--- src/rtl/dbgacc_pkg.sv ---
package dbgacc_pkg;

    typedef enum logic [1:0] {
        LVL0 = 2'd0,
        LVL1 = 2'd1,
        LVL2 = 2'd2,
        LVL3 = 2'd3
    } lvl_e;

    localparam int OUT_W      = 5;
    localparam int OUT_PERF   = 0;
    localparam int OUT_UNDEF  = 1;
    localparam int OUT_TRAP2  = 2;
    localparam int OUT_TRAP3  = 3;
    localparam int OUT_HALT   = 4;

    typedef logic [OUT_W-1:0] outcome_t;

    typedef struct packed {
        logic     hit;
        outcome_t res;
    } verdict_t;

    function automatic outcome_t one_of(input int idx);
        outcome_t v;
        v = '0;
        v[idx] = 1'b1;
        return v;
    endfunction

    // first matching verdict wins
    function automatic verdict_t first_hit(input verdict_t a, input verdict_t b);
        return a.hit ? a : b;
    endfunction

    function automatic logic is_trap(input outcome_t o);
        return o[OUT_TRAP2] | o[OUT_TRAP3];
    endfunction

endpackage

--- src/rtl/dbgacc_mon_stage.sv ---
module dbgacc_mon_stage
    import dbgacc_pkg::*;
(
    input  logic     has_l3,
    input  logic     halted,
    input  logic     sec_dbg_off,
    input  logic     l3_prio_opt,
    input  logic     mon_trap,
    output verdict_t early_v,
    output verdict_t mon_v
);
    logic mon_armed;
    logic locked_halt;

    always_comb begin
        mon_armed   = has_l3 & mon_trap;
        locked_halt = halted & sec_dbg_off;

        early_v.hit = mon_armed & locked_halt & l3_prio_opt;
        early_v.res = one_of(OUT_UNDEF);

        mon_v.hit   = mon_armed;
        mon_v.res   = locked_halt ? one_of(OUT_UNDEF) : one_of(OUT_TRAP3);
    end

    always_comb begin
        AST_EARLY_IMPLIES_MON: assert (!early_v.hit || (mon_v.hit && mon_v.res[OUT_UNDEF]));
    end
endmodule

--- src/rtl/dbgacc_hyp_stage.sv ---
module dbgacc_hyp_stage
    import dbgacc_pkg::*;
(
    input  logic     req_write,
    input  logic     has_l3,
    input  logic     l2_active,
    input  logic     l3_fg_en,
    input  logic     fg_rd_trap,
    input  logic     fg_wr_trap,
    input  logic     hyp_trap_all,
    input  logic     hyp_trap_dbg,
    output verdict_t fg_v,
    output verdict_t hyp_v
);
    logic fg_allowed;
    logic fg_bit;

    always_comb begin
        fg_allowed = ~has_l3 | l3_fg_en;
        fg_bit     = req_write ? fg_wr_trap : fg_rd_trap;

        fg_v.hit   = l2_active & fg_allowed & fg_bit;
        fg_v.res   = one_of(OUT_TRAP2);

        hyp_v.hit  = l2_active & (hyp_trap_all | hyp_trap_dbg);
        hyp_v.res  = one_of(OUT_TRAP2);
    end

    always_comb begin
        AST_L2TRAP_NEEDS_L2: assert (l2_active || !(fg_v.hit || hyp_v.hit));
    end
endmodule

--- src/rtl/dbgacc_halt_stage.sv ---
module dbgacc_halt_stage
    import dbgacc_pkg::*;
(
    input  logic     os_lock,
    input  logic     halt_ok,
    input  logic     ext_trap,
    output verdict_t halt_v,
    output verdict_t perf_v
);
    always_comb begin
        halt_v.hit = ~os_lock & halt_ok & ext_trap;
        halt_v.res = one_of(OUT_HALT);
        perf_v.hit = 1'b1;
        perf_v.res = one_of(OUT_PERF);
    end
endmodule

--- src/rtl/dbg_access_gate.sv ---
module dbg_access_gate
    import dbgacc_pkg::*;
#(
    parameter int              CLASS_W    = 6,
    parameter logic [CLASS_W-1:0] TRAP_CLASS = 6'h18
) (
    input  logic               clk,
    input  logic               rst,
    input  logic               req_valid,
    input  logic               req_write,
    input  logic [1:0]         cur_level,
    input  logic               has_l3,
    input  logic               l2_active,
    input  logic               halted,
    input  logic               sec_dbg_off,
    input  logic               l3_prio_opt,
    input  logic               mon_trap,
    input  logic               l3_fg_en,
    input  logic               fg_rd_trap,
    input  logic               fg_wr_trap,
    input  logic               hyp_trap_all,
    input  logic               hyp_trap_dbg,
    input  logic               os_lock,
    input  logic               halt_ok,
    input  logic               ext_trap,
    output logic               rsp_valid,
    output logic [OUT_W-1:0]   rsp_outcome,
    output logic [CLASS_W-1:0] rsp_class
);
    verdict_t early_v, mon_v, fg_v, hyp_v, halt_v, perf_v;
    verdict_t final_v;
    lvl_e     lvl;

    dbgacc_mon_stage u_mon (
        .has_l3      (has_l3),
        .halted      (halted),
        .sec_dbg_off (sec_dbg_off),
        .l3_prio_opt (l3_prio_opt),
        .mon_trap    (mon_trap),
        .early_v     (early_v),
        .mon_v       (mon_v)
    );

    dbgacc_hyp_stage u_hyp (
        .req_write    (req_write),
        .has_l3       (has_l3),
        .l2_active    (l2_active),
        .l3_fg_en     (l3_fg_en),
        .fg_rd_trap   (fg_rd_trap),
        .fg_wr_trap   (fg_wr_trap),
        .hyp_trap_all (hyp_trap_all),
        .hyp_trap_dbg (hyp_trap_dbg),
        .fg_v         (fg_v),
        .hyp_v        (hyp_v)
    );

    dbgacc_halt_stage u_halt (
        .os_lock  (os_lock),
        .halt_ok  (halt_ok),
        .ext_trap (ext_trap),
        .halt_v   (halt_v),
        .perf_v   (perf_v)
    );

    // Per-level priority chains. At level 2 the early undefined check is
    // omitted: the monitor check below it yields the same undefined result.
    always_comb begin
        lvl = lvl_e'(cur_level);
        unique case (lvl)
            LVL0: begin
                final_v.hit = 1'b1;
                final_v.res = one_of(OUT_UNDEF);
            end
            LVL1: final_v = first_hit(early_v, first_hit(fg_v, first_hit(hyp_v,
                            first_hit(mon_v, first_hit(halt_v, perf_v)))));
            LVL2: final_v = first_hit(mon_v, first_hit(halt_v, perf_v));
            default: final_v = first_hit(halt_v, perf_v);
        endcase
    end

    always_ff @(posedge clk) begin
        if (rst) begin
            rsp_valid   <= 1'b0;
            rsp_outcome <= '0;
            rsp_class   <= '0;
        end else if (req_valid) begin
            rsp_valid   <= 1'b1;
            rsp_outcome <= final_v.res;
            rsp_class   <= is_trap(final_v.res) ? TRAP_CLASS : '0;
        end else begin
            rsp_valid   <= 1'b0;
            rsp_outcome <= '0;
            rsp_class   <= '0;
        end
    end

    AST_ONEHOT_OUTCOME: assert property (@(posedge clk) disable iff (rst)
        rsp_valid |-> $countones(rsp_outcome) == 1);

    AST_PULSE_AFTER_REQ: assert property (@(posedge clk) disable iff (rst)
        req_valid |=> rsp_valid);

    AST_QUIET_WHEN_IDLE: assert property (@(posedge clk) disable iff (rst)
        !req_valid |=> (!rsp_valid && rsp_outcome == '0 && rsp_class == '0));

    AST_LEVEL0_UNDEF: assert property (@(posedge clk) disable iff (rst)
        (req_valid && cur_level == 2'd0) |=> rsp_outcome[OUT_UNDEF]);

    AST_L2_NO_L2TRAP: assert property (@(posedge clk) disable iff (rst)
        (req_valid && cur_level == 2'd2) |=> !rsp_outcome[OUT_TRAP2]);

    AST_L3_HALT_OR_PERF: assert property (@(posedge clk) disable iff (rst)
        (req_valid && cur_level == 2'd3) |=> (rsp_outcome[OUT_HALT] || rsp_outcome[OUT_PERF]));

    AST_TRAP_CLASS: assert property (@(posedge clk) disable iff (rst)
        (rsp_valid && (rsp_outcome[OUT_TRAP2] || rsp_outcome[OUT_TRAP3])) |-> rsp_class == TRAP_CLASS);

    AST_NOTRAP_CLASS: assert property (@(posedge clk) disable iff (rst)
        (rsp_outcome[OUT_PERF] || rsp_outcome[OUT_UNDEF] || rsp_outcome[OUT_HALT]) |-> rsp_class == '0);

    AST_EARLY_WINS_L1: assert property (@(posedge clk) disable iff (rst)
        (req_valid && cur_level == 2'd1 && halted && has_l3 && sec_dbg_off && l3_prio_opt && mon_trap)
        |=> rsp_outcome[OUT_UNDEF]);
endmodule

--- config.mk ---
export PLATFORM = sky130hd
export DESIGN_NAME = dbg_access_gate
export DESIGN_NICKNAME = d
export VERILOG_FILES = /design/src/rtl/dbgacc_pkg.sv /design/src/rtl/dbgacc_mon_stage.sv /design/src/rtl/dbgacc_hyp_stage.sv /design/src/rtl/dbgacc_halt_stage.sv /design/src/rtl/dbg_access_gate.sv
export SDC_FILE = /design/constraint.sdc
export NUM_CORES = 1
export LEC_CHECK = 0
export BUFFER_PORTS_ARGS = -buffer_cell sky130_fd_sc_hd__buf_4
export CAP_MARGIN = 10
export CORE_AREA = 2 2 39 41
export DETAILED_ROUTE_END_ITERATION = 12
export DIE_AREA = 0 0 41 43
export GPL_TIMING_DRIVEN = 1
export PLACE_DENSITY = 0.6
export REMOVE_ABC_BUFFERS = 1
export SETUP_SLACK_MARGIN = 0.3
export SLEW_MARGIN = 20
export SYNTH_ARGS = -nofsm -noshare
export SYNTH_HDL_FRONTEND = slang
export SYNTH_SLANG_ARGS = --single-unit
--- constraint.sdc ---
create_clock -name clk -period 1.81 [get_ports clk]
set_input_delay 0.181 -clock clk [delete_from_list [all_inputs] [get_ports clk]]
set_output_delay 0.181 -clock clk [all_outputs]
set_load 0.02 [all_outputs]
* After elaboration in Yosys (flattened, before gate mapping)
Cells that the tools add are included.
** Operators by class
- Reductions and logical operators :: 2
- Mux-type cells :: 10
- Equal/unequal tests :: 2
- Bitwise gates (word level) :: 15
** Operators with widths (number)
- 5-bit two-way mux :: 6
- 5-bit one-hot mux with 3 select lines :: 1
- 1-bit bitwise AND :: 9
- 4-bit two-way mux :: 1
- 1-bit NOT :: 3
- 1-bit OR :: 3
- 2-bit by 1-bit == test with 1-bit output (second input constant) :: 1
- 2-bit == test (second input constant) :: 1
- 2-bit zero test :: 1
- 1-bit two-way mux :: 2
- 2-bit OR reduction :: 1
** Storage, ports and cells
- Register bits after elaboration :: 12
- Word-level logic and storage cells :: 32
- Input bits :: 20

* Logic depth before layout (Yosys ltp)
Gate-level depths: netlist of the first run.
- Word-level depth :: 11
- Depth in mapped cells :: 4
- Mapped depth without buffers :: 4

* By module
Synthesis of the first run repeated with hierarchy kept, for this count alone.
** Unflattened totals
- Cells, all modules :: 134
- Area, all modules :: 972.2 um^2
** Modules (own cells, without submodules)
- dbg_access_gate :: instances 1, sequential area each 140.1 um^2, area each 650.6 um^2, cells an instance 86
- dbgacc_hyp_stage :: instances 1, sequential area each 0.0 um^2, area each 120.1 um^2, cells an instance 18
- dbgacc_mon_stage :: instances 1, sequential area each 0.0 um^2, area each 102.6 um^2, cells an instance 16
- dbgacc_halt_stage :: instances 1, sequential area each 0.0 um^2, area each 98.8 um^2, cells an instance 14

* Worst setup path after synthesis of the first run
No wires, ideal clock.
- Kind :: input to register
- From :: in hyp_trap_dbg
- To :: reg rsp_outcome[0]
- Setup time :: 0.073 ns
- Path buffers :: 0
- Setup slack :: 0.584 ns
- Stages :: 4
- Required time :: 1.737 ns
- Data arrival time :: 1.153 ns
- Cells stage by stage :: or4b_4 > o311ai_2 > a31oi_2 > nor3b_2
** Between the ends
- Word-level cells in the longest chain between the ends :: 6
** RTL lines
- from (decl) :: line dbg_access_gate.sv:22 : input logic hyp_trap_dbg,
- 1-bit OR :: line dbgacc_hyp_stage.sv:25 : hyp_v.hit = l2_active & (hyp_trap_all | hyp_trap_dbg);
- 1-bit bitwise AND :: line dbgacc_hyp_stage.sv:25
- 5-bit two-way mux (3 in a row) :: line dbgacc_pkg.sv:33 : return a.hit ? a : b;
- 5-bit one-hot mux with 3 select lines :: line dbg_access_gate.sv:69 : unique case (lvl)
- to (signal assigned) :: line dbg_access_gate.sv:88 : rsp_outcome <= final_v.res;
- to (decl) :: line dbg_access_gate.sv:27 : output logic [OUT_W-1:0] rsp_outcome,
Every way passes these cells.
A chain may end at the register's enable or synchronous reset.

* Final worst setup path of the first run
Same ends and word-level chain as after synthesis.

==> results.md, run 1 <==
- The first detailed-routing pass took 2 iterations.
- The worst setup path is launched from a primary input.
- TritonCTS built the clock tree.
- The worst setup timing slack at the placement stage is roughly 0.41 ns.
- The start-to-end type of the worst setup path is primary input to register.
- The minimum period implied by the final worst setup slack is 1.142 ns.
- In this run the deepest clock path goes through 2 buffers.
- The sequential cells in the finished layout cover a total of between 100 and 150 um^2.
- The type of destination of the critical path is a register.
- The via count of the first global-routing pass is 375.
- The DRC violations left is 0.
- In the post-route analysis, the smallest setup slack over all paths is 0.6679 ns.
- The number of buffers added by the clock tree synthesis step is 3.
- Compared with the post-synthesis result, the final layout area differs by 59.53%.
- The routed design uses ~91 um of met3 wire.
- The tightest min-delay check is of the primary input to register type.
- The count of synthesis-stage warnings from yosys is 0.
- After layout, the worst path uses between 60% and 70% of the clock period.
- Data on the critical path arrives at its endpoint at 1.31 ns.
- Setup repair after global routing left no endpoint under its margin.
- The TritonCTS sink count is 7.
- After clock tree synthesis, the setup repair step added 0 buffers.
- The remaining antenna violation count is 0.
- Of the cells placed in the final design, the portion with a size suffix greater than 1 is between 50% and 60%.
- The power per standard cell area is between 600 and 700 nW/um^2.
- The region available for standard cell placement spans between 1000 and 1500 um^2.
- The number of placed I/O pins is 32.
- Dividing the detail-routed wire length by the instance count gives about 9 um.
- Wires add up to 783 um.
- The number of levels the H-tree was split into is 1.
- The cell sitting at the root of the clock tree is a clkbuf_4.
- For this configuration, the core starts out at a cell density of a little over a quarter.
- Sequential elements use between 30% and 40% of the synthesized area.
- Setup violations remaining at the end of the flow were counted as 0.
- The maximum fanout along the worst path is 4.
- The number of max-cap violations is 0.
- Post-CTS repair changed the size of 0 cells.
- Including well taps, the total number of placed cells is 81.
- In the final layout, the multi-input gates occupy about 200 um^2.
- The design draws 0.3793 mW.
- The total grt overflow is 0.
- The sum of met2 wire segment lengths after detailed routing is between 400 and 500 um.
- The first global-routing pass estimated approximately 1.4 mm of wire.
- The total number of placement rows is 14.
- The top layer reached by signal wires is met4.
- The ratio of routed vias to standard cells is approximately 4.4.
- The run finished with clean final reports.
- In the global route stage, overall resource usage came out at around 11%.
- The total die area is between 1500 and 2000 um^2.
- The total negative setup slack is 0 ns.
- The pin count of the biggest net entering global routing is 7.
- The number of antenna violations at the first check in global routing came to 0.
- Once layout is complete, the cells apart from fillers number 85.
- The wire-length estimate of the detail-placed layout is about 700 um.
- The cell area that synthesis handed to floorplanning was between 300 and 400 um^2.
- The y dimension of the die is ~43 um.
- The static leakage is roughly 0.28 nW.
- The finished cells cover around 600 um^2.
- After clock tree synthesis, the clock-pin slew on the worst setup and hold paths is approximately 0.05 ns.
- For this block, wires on met1 add up to about 260 um.
- The number of buffers added on ports is 27.
- For this run, the post-layout net count is 90.
- The count of final hold-check violations is 0.
- The die is between 40 and 50 um wide.
- The mean instance size in the synthesized netlist is approximately 9.4 um^2.
- The number of hold buffers added after cts is 0.
- The layout has around 150 filler cells.
- The total via count in the routed design is 378.
- The maximum achievable frequency is 875.6 MHz.
- IR analysis of the VDD net gives a maximum drop of ~0.00015 V.
- Synthesis handed over a netlist of 40 instances.
- Once placement finished, the instance area stood at between 500 and 600 um^2.
- Data on the critical path is required at its endpoint by about 2.0 ns.
- At the end of routability-driven placement, the weighted congestion stood at approximately 0.77.
- The netlist uses 23 different library cells.
- The repair_antennas step left the layout with diodes totalling 0.
- The final number of max-transition violations was 0.
- After synthesis the netlist holds a flip-flop and latch count of 7.
- After the first detailed-routing iteration, the DRC count stood at 1.
==> synth_stat cells <==
library cell | number | area, um^2
nand3b_1 | 1 | 7.510
nand4_1 | 2 | 12.51
a31oi_2 | 1 | 12.51
nor2_1 | 2 | 7.510
nor3b_2 | 1 | 12.51
conb_1 | 1 | 3.750
or2_2 | 1 | 6.260
dfxtp_1 | 7 | 140.1
inv_1 | 2 | 7.510
a21o_1 | 1 | 7.510
o21ai_0 | 1 | 5.000
nand2b_1 | 1 | 6.260
a21oi_1 | 2 | 10.01
o21bai_1 | 1 | 7.510
mux2_2 | 1 | 11.26
nand2_1 | 3 | 11.26
or4b_4 | 1 | 13.76
nor4bb_1 | 1 | 10.01
nand3_1 | 1 | 5.000
o311ai_2 | 1 | 16.27
buf_4 | 5 | 37.54
nor2b_1 | 2 | 12.51
nor3_2 | 1 | 10.01
==> sequential cells by signal, indices dropped and copies added, names as in the netlist <==
register     cells
rsp_class        1
rsp_outcome      5
rsp_valid        1
==> where the power goes <==
group / switching, mW / internal, mW
Clock: 0.0510 / 0.0837
Combinational: 0.0392 / 0.0453
Sequential: 0.00113 / 0.159
Total: 0.0914 / 0.288
==> metrics by stage <==
stage          hold slack, ns  utilization (%)
4_1_cts                0.2231            43.13
3_5_place_dp           0.4835            41.23
6_report               0.2320            43.13
3_3_place_gp           0.4825            41.23
5_1_grt                0.2358            43.13
2_1_floorplan          0.3400                -
==> layout by cell type, fill, tap and decap left out, types with 2 or more instances in the layout <==
master    Yosys  layout
nand2_1       3       3
inv_1         2       2
nor2_1        2       2
dfxtp_1       7       7
clkbuf_4      0       3
nand4_1       2       2
a21oi_1       2       2
nor2b_1       2       2
conb_1        1       4
buf_4         5      27
==> final cells by class <==
cell class              instances  area share, %
repair buffers                 27          33.96
well taps                      16          3.354
flip-flops and latches          7          23.48
multi-input cells              29          33.54
clock buffers                   4          4.403
inverters                       2          1.258
==> worst max-delay path, stage by stage <==
cell      delay, ns
buf_4          0.11
or4b_4         0.52
o311ai_2       0.13
a31oi_2        0.17
nor3b_2        0.19
==> logic make-up after synthesis <==
family,Yosys count,synth area share (%)
other,1,1.002
and+or+nand+nor,17,30.77
AOI/OAI and AO/OA,7,15.72
buffers and inverters,7,12.04
muxes,1,3.010
DFF,7,37.46
==> per-layer routing <==
layer	vias to the layer above	track usage (%)
met5	-	0
li1	191	-
met2	20	18.13
met1	165	11.90
met4	0	10.00
met3	2	1.571
==> final timing paths <==
path	depth (start not counted)	end	startpoint	slack, ns
hold / removal	3	rsp_outcome[1]$_SDFF_PP0_	cur_level[0]	0.23
setup / recovery	5	rsp_outcome[0]$_SDFF_PP0_	hyp_trap_dbg	0.67
(Power assumes the default switching activity.)
==> inputs of run 2 (changes only) <==
==> constraint.sdc (replaced) <==
create_clock -name clk -period 1.1 [get_ports clk]
set_input_delay 0.11 -clock clk [delete_from_list [all_inputs] [get_ports clk]]
set_output_delay 0.11 -clock clk [all_outputs]
set_load 0.02 [all_outputs]
==> results.md, run 2 (synthesis results as in run 1) <==
- The minimum period implied by the final worst setup slack is 1.000 ns.
- The number of flip-flops under the largest register name is 5 (unchanged).
- The total grt overflow is 0 (unchanged).
- The register bank with the most flops is rsp_outcome (unchanged).
- The data arrival at the endpoint of the critical path is 1.17 ns (was 1.31 ns).
- The number of hold buffers added after cts is 0 (unchanged).
- The power per standard cell area is 942.5 nW/um^2 (was 635.6 nW/um^2).
- The switching share of power is 24.13% (was 24.09%).
- Most used cells in the layout excluding fill and tap cells: 22 x buf_4, 10 x buf_6, 7 x dfxtp_2, 4 x conb_1 (was 27 x buf_4, 7 x dfxtp_1, 4 x conb_1, 3 x nand2_1, 3 x clkbuf_4).
- The TritonCTS sink count was 7 (unchanged).
- The routability congestion estimate from global placement is 0.6998 (was 0.7708).
- The via count of the first global-routing pass is 380 (was 375).
- The final period utilization is 90.94%.
- Cell-by-cell trace of the critical path: buf_6 -> or4b_4 -> o311ai_4 -> a31oi_2 -> nor3b_2 (was buf_4 -> or4b_4 -> o311ai_2 -> a31oi_2 -> nor3b_2).
- The ratio of routed vias to standard cells is 4.467 (was 4.447).
- The start-to-end type of the worst setup path is primary input to register (unchanged).
- The number of buffers between clock root and the deepest sink is 2 (unchanged).
- The layout filler cell count is 146 (was 154).
- The total negative setup slack is 0 ns (unchanged).
- Result of the run: completed (unchanged).
- The launching element type of the critical path is a primary input (unchanged).
- The starting density of the core came to 27.03% (unchanged).
- The area inside the core boundary was 1384 um^2 (unchanged).
- The total number of placement rows is 14 (unchanged).
- The path class of the lowest-slack min-delay path is primary input to register (unchanged).
- The number of buffers added by the clock tree synthesis step came to 3 (unchanged).
- The data required time of the worst path is 1.27 ns (was 1.98 ns).
- The type of destination of the critical path was a register (unchanged).
- The number of levels the H-tree was split into is 1 (unchanged).
- The layout net count came to 95 (was 90).
- The critical path's slowest cell is or4b_4 (unchanged).
- The iteration-0 DRC count of the detailed router was 8 (was 1).
- The global-route wire length before repair is 1.455 mm (was 1.352 mm).
- The internal power is 0.4939 mW (was 0.2880 mW).
- The layout overhead on the synthesized area is 84.62% (was 59.53%).
- The delay of the slowest critical-path stage is 0.54 ns (was 0.52 ns).
- Largest registers ranked by flip-flop count: rsp_outcome: 5 flops, rsp_class: 1 flops, rsp_valid: 1 flops (unchanged).
- The maximum fanout along the worst path was 4 (unchanged).
- The final count of negative-setup-slack endpoints is 0 (unchanged).
- The largest delay contributor family on the critical path is simple AND/OR/NAND/NOR gates (unchanged).
- The most common cell after layout, fill and taps aside was buf_4 (unchanged).
- The number of buffer and inverter stages on the critical path is 1 (unchanged).
- The final number of max-transition violations is 0 (unchanged).
- The cell count of the worst hold path is 3 (unchanged).
- The remaining antenna violation count came to 0 (unchanged).
- The number of antenna violations at the first check in global routing came to 0 (unchanged).
- The clock group share of total power is 33.8% (was 35.5%).
- The combinational group share of total power came to 25.3% (was 22.3%).
- The total via count in the routed design was 402 (was 378).
- The post-detailed-placement half-perimeter wirelength is 769.6 um (was 720.7 um).
- The post-CTS setup-driven buffer insertion count was 0 (unchanged).
- The total die area is 1763 um^2 (unchanged).
- The combined global-route utilization of all metal layers is 12.54% (was 11.35%).
- The number of buffers added on ports is 27 (unchanged).
- The maximum achievable frequency is about 1000 MHz.
- The worst vdd rail ir drop was 0.0002479 V (was 0.0001543 V).
- The final core area utilization is 49.91% (was 43.13%).
- The number of iterations in the first detailed-routing pass is 4 (was 2).
- The routed wire length per instance is 10.11 um (was 9.212 um).
- The combined flip-flop and latch cell area was 148.9 um^2 (was 140.1 um^2).
- The sequential cell fraction of total power is 40.9% (was 42.2%).
- The share of layout cells above drive strength 1 is 66.22% (was 53.62%).
- Unrepaired setup endpoints after global routing: yes (was no).
- The number of placed I/O pins came to 32 (unchanged).
- The die span in x is 41 um (unchanged).
- The footprint of the multi-input gates came to 210.2 um^2 (was 200.2 um^2).
- The static leakage is 0.3235 nW (was 0.2843 nW).
- The DRC violations left was 0 (unchanged).
- The count of final hold-check violations is 0 (unchanged).
- The clock root buffer master is clkbuf_4 (unchanged).
- The y dimension of the die is 43 um (unchanged).
- The number of gates on the worst path with buffers counted is 5 (unchanged).
- The total routed wirelength is 910 um (was 783 um).
- The pin count of the biggest net entering global routing is 7 (unchanged).
- The number of diodes is 0 (unchanged).
- The clock input transition at the sequential cells of the worst setup and hold paths is 0.05 ns (about the same).
- The number of max-cap violations is 0 (unchanged).
- The clock tree from TritonCTS is yes (unchanged).
- The switching component of the power was 0.1571 mW (was 0.09137 mW).
-- run 2: cell types whose count changed in the layout (fill, tap and decap cells not counted), sizes merged --
cell,change
buf,+5
-- run 2: layout make-up --
class,instances,area share (%)
inverters,2,1.087
multi-input cells,29,30.43
repair buffers,32,40.22
well taps,16,2.899
clock buffers,4,3.804
flip-flops and latches,7,21.56
-- run 2: through the flow --
step,power (mW),cells,setup WS [ns],hold slack (ns),area [um^2]
2_1_floorplan,0.3296,38,-0.05454,0.2690,347.8
4_1_cts,0.6608,90,0.1201,0.1557,671.9
3_5_place_dp,0.4198,86,-0.2140,0.4181,608.1
3_3_place_gp,0.4176,86,-0.1977,0.4093,608.1
5_1_grt,0.6979,90,0.09324,0.1547,690.7
6_report,0.6509,90,0.09971,0.1591,690.7
-- run 2: worst paths after layout --
kind | start | to | slack [ns]
max | l3_fg_en | rsp_outcome[0]$_SDFF_PP0_ | 0.1
min | os_lock | rsp_outcome[4]$_SDFF_PP0_ | 0.16
-- run 2: per-layer routing --
| metal | part of all wire [%] | track usage [%] | up-vias |
|---|---|---|---|
| li1 | - | - | 199 |
| met1 | 30 | 10.58 | 183 |
| met2 | 60 | 23.13 | 20 |
| met3 | 9.7 | 1.571 | 0 |
| met4 | 0 | 10.00 | 0 |
| met5 | 0 | 0 | - |
-- run 2: timing repair --
action	4_1_cts	5_1_grt
setup endpoints to repair	11	14
pin swaps	5	2
gates resized for setup	9	10
-- run 2: power groups by stage --
stage	logic [mW]	clock network, mW	registers (mW)
5_1_grt	0.178	0.253	0.267
4_1_cts	0.164	0.232	0.265
3_5_place_dp	0.151	0	0.269
3_3_place_gp	0.149	0	0.269
2_1_floorplan	0.0500	0	0.280
6_report	0.164	0.220	0.267
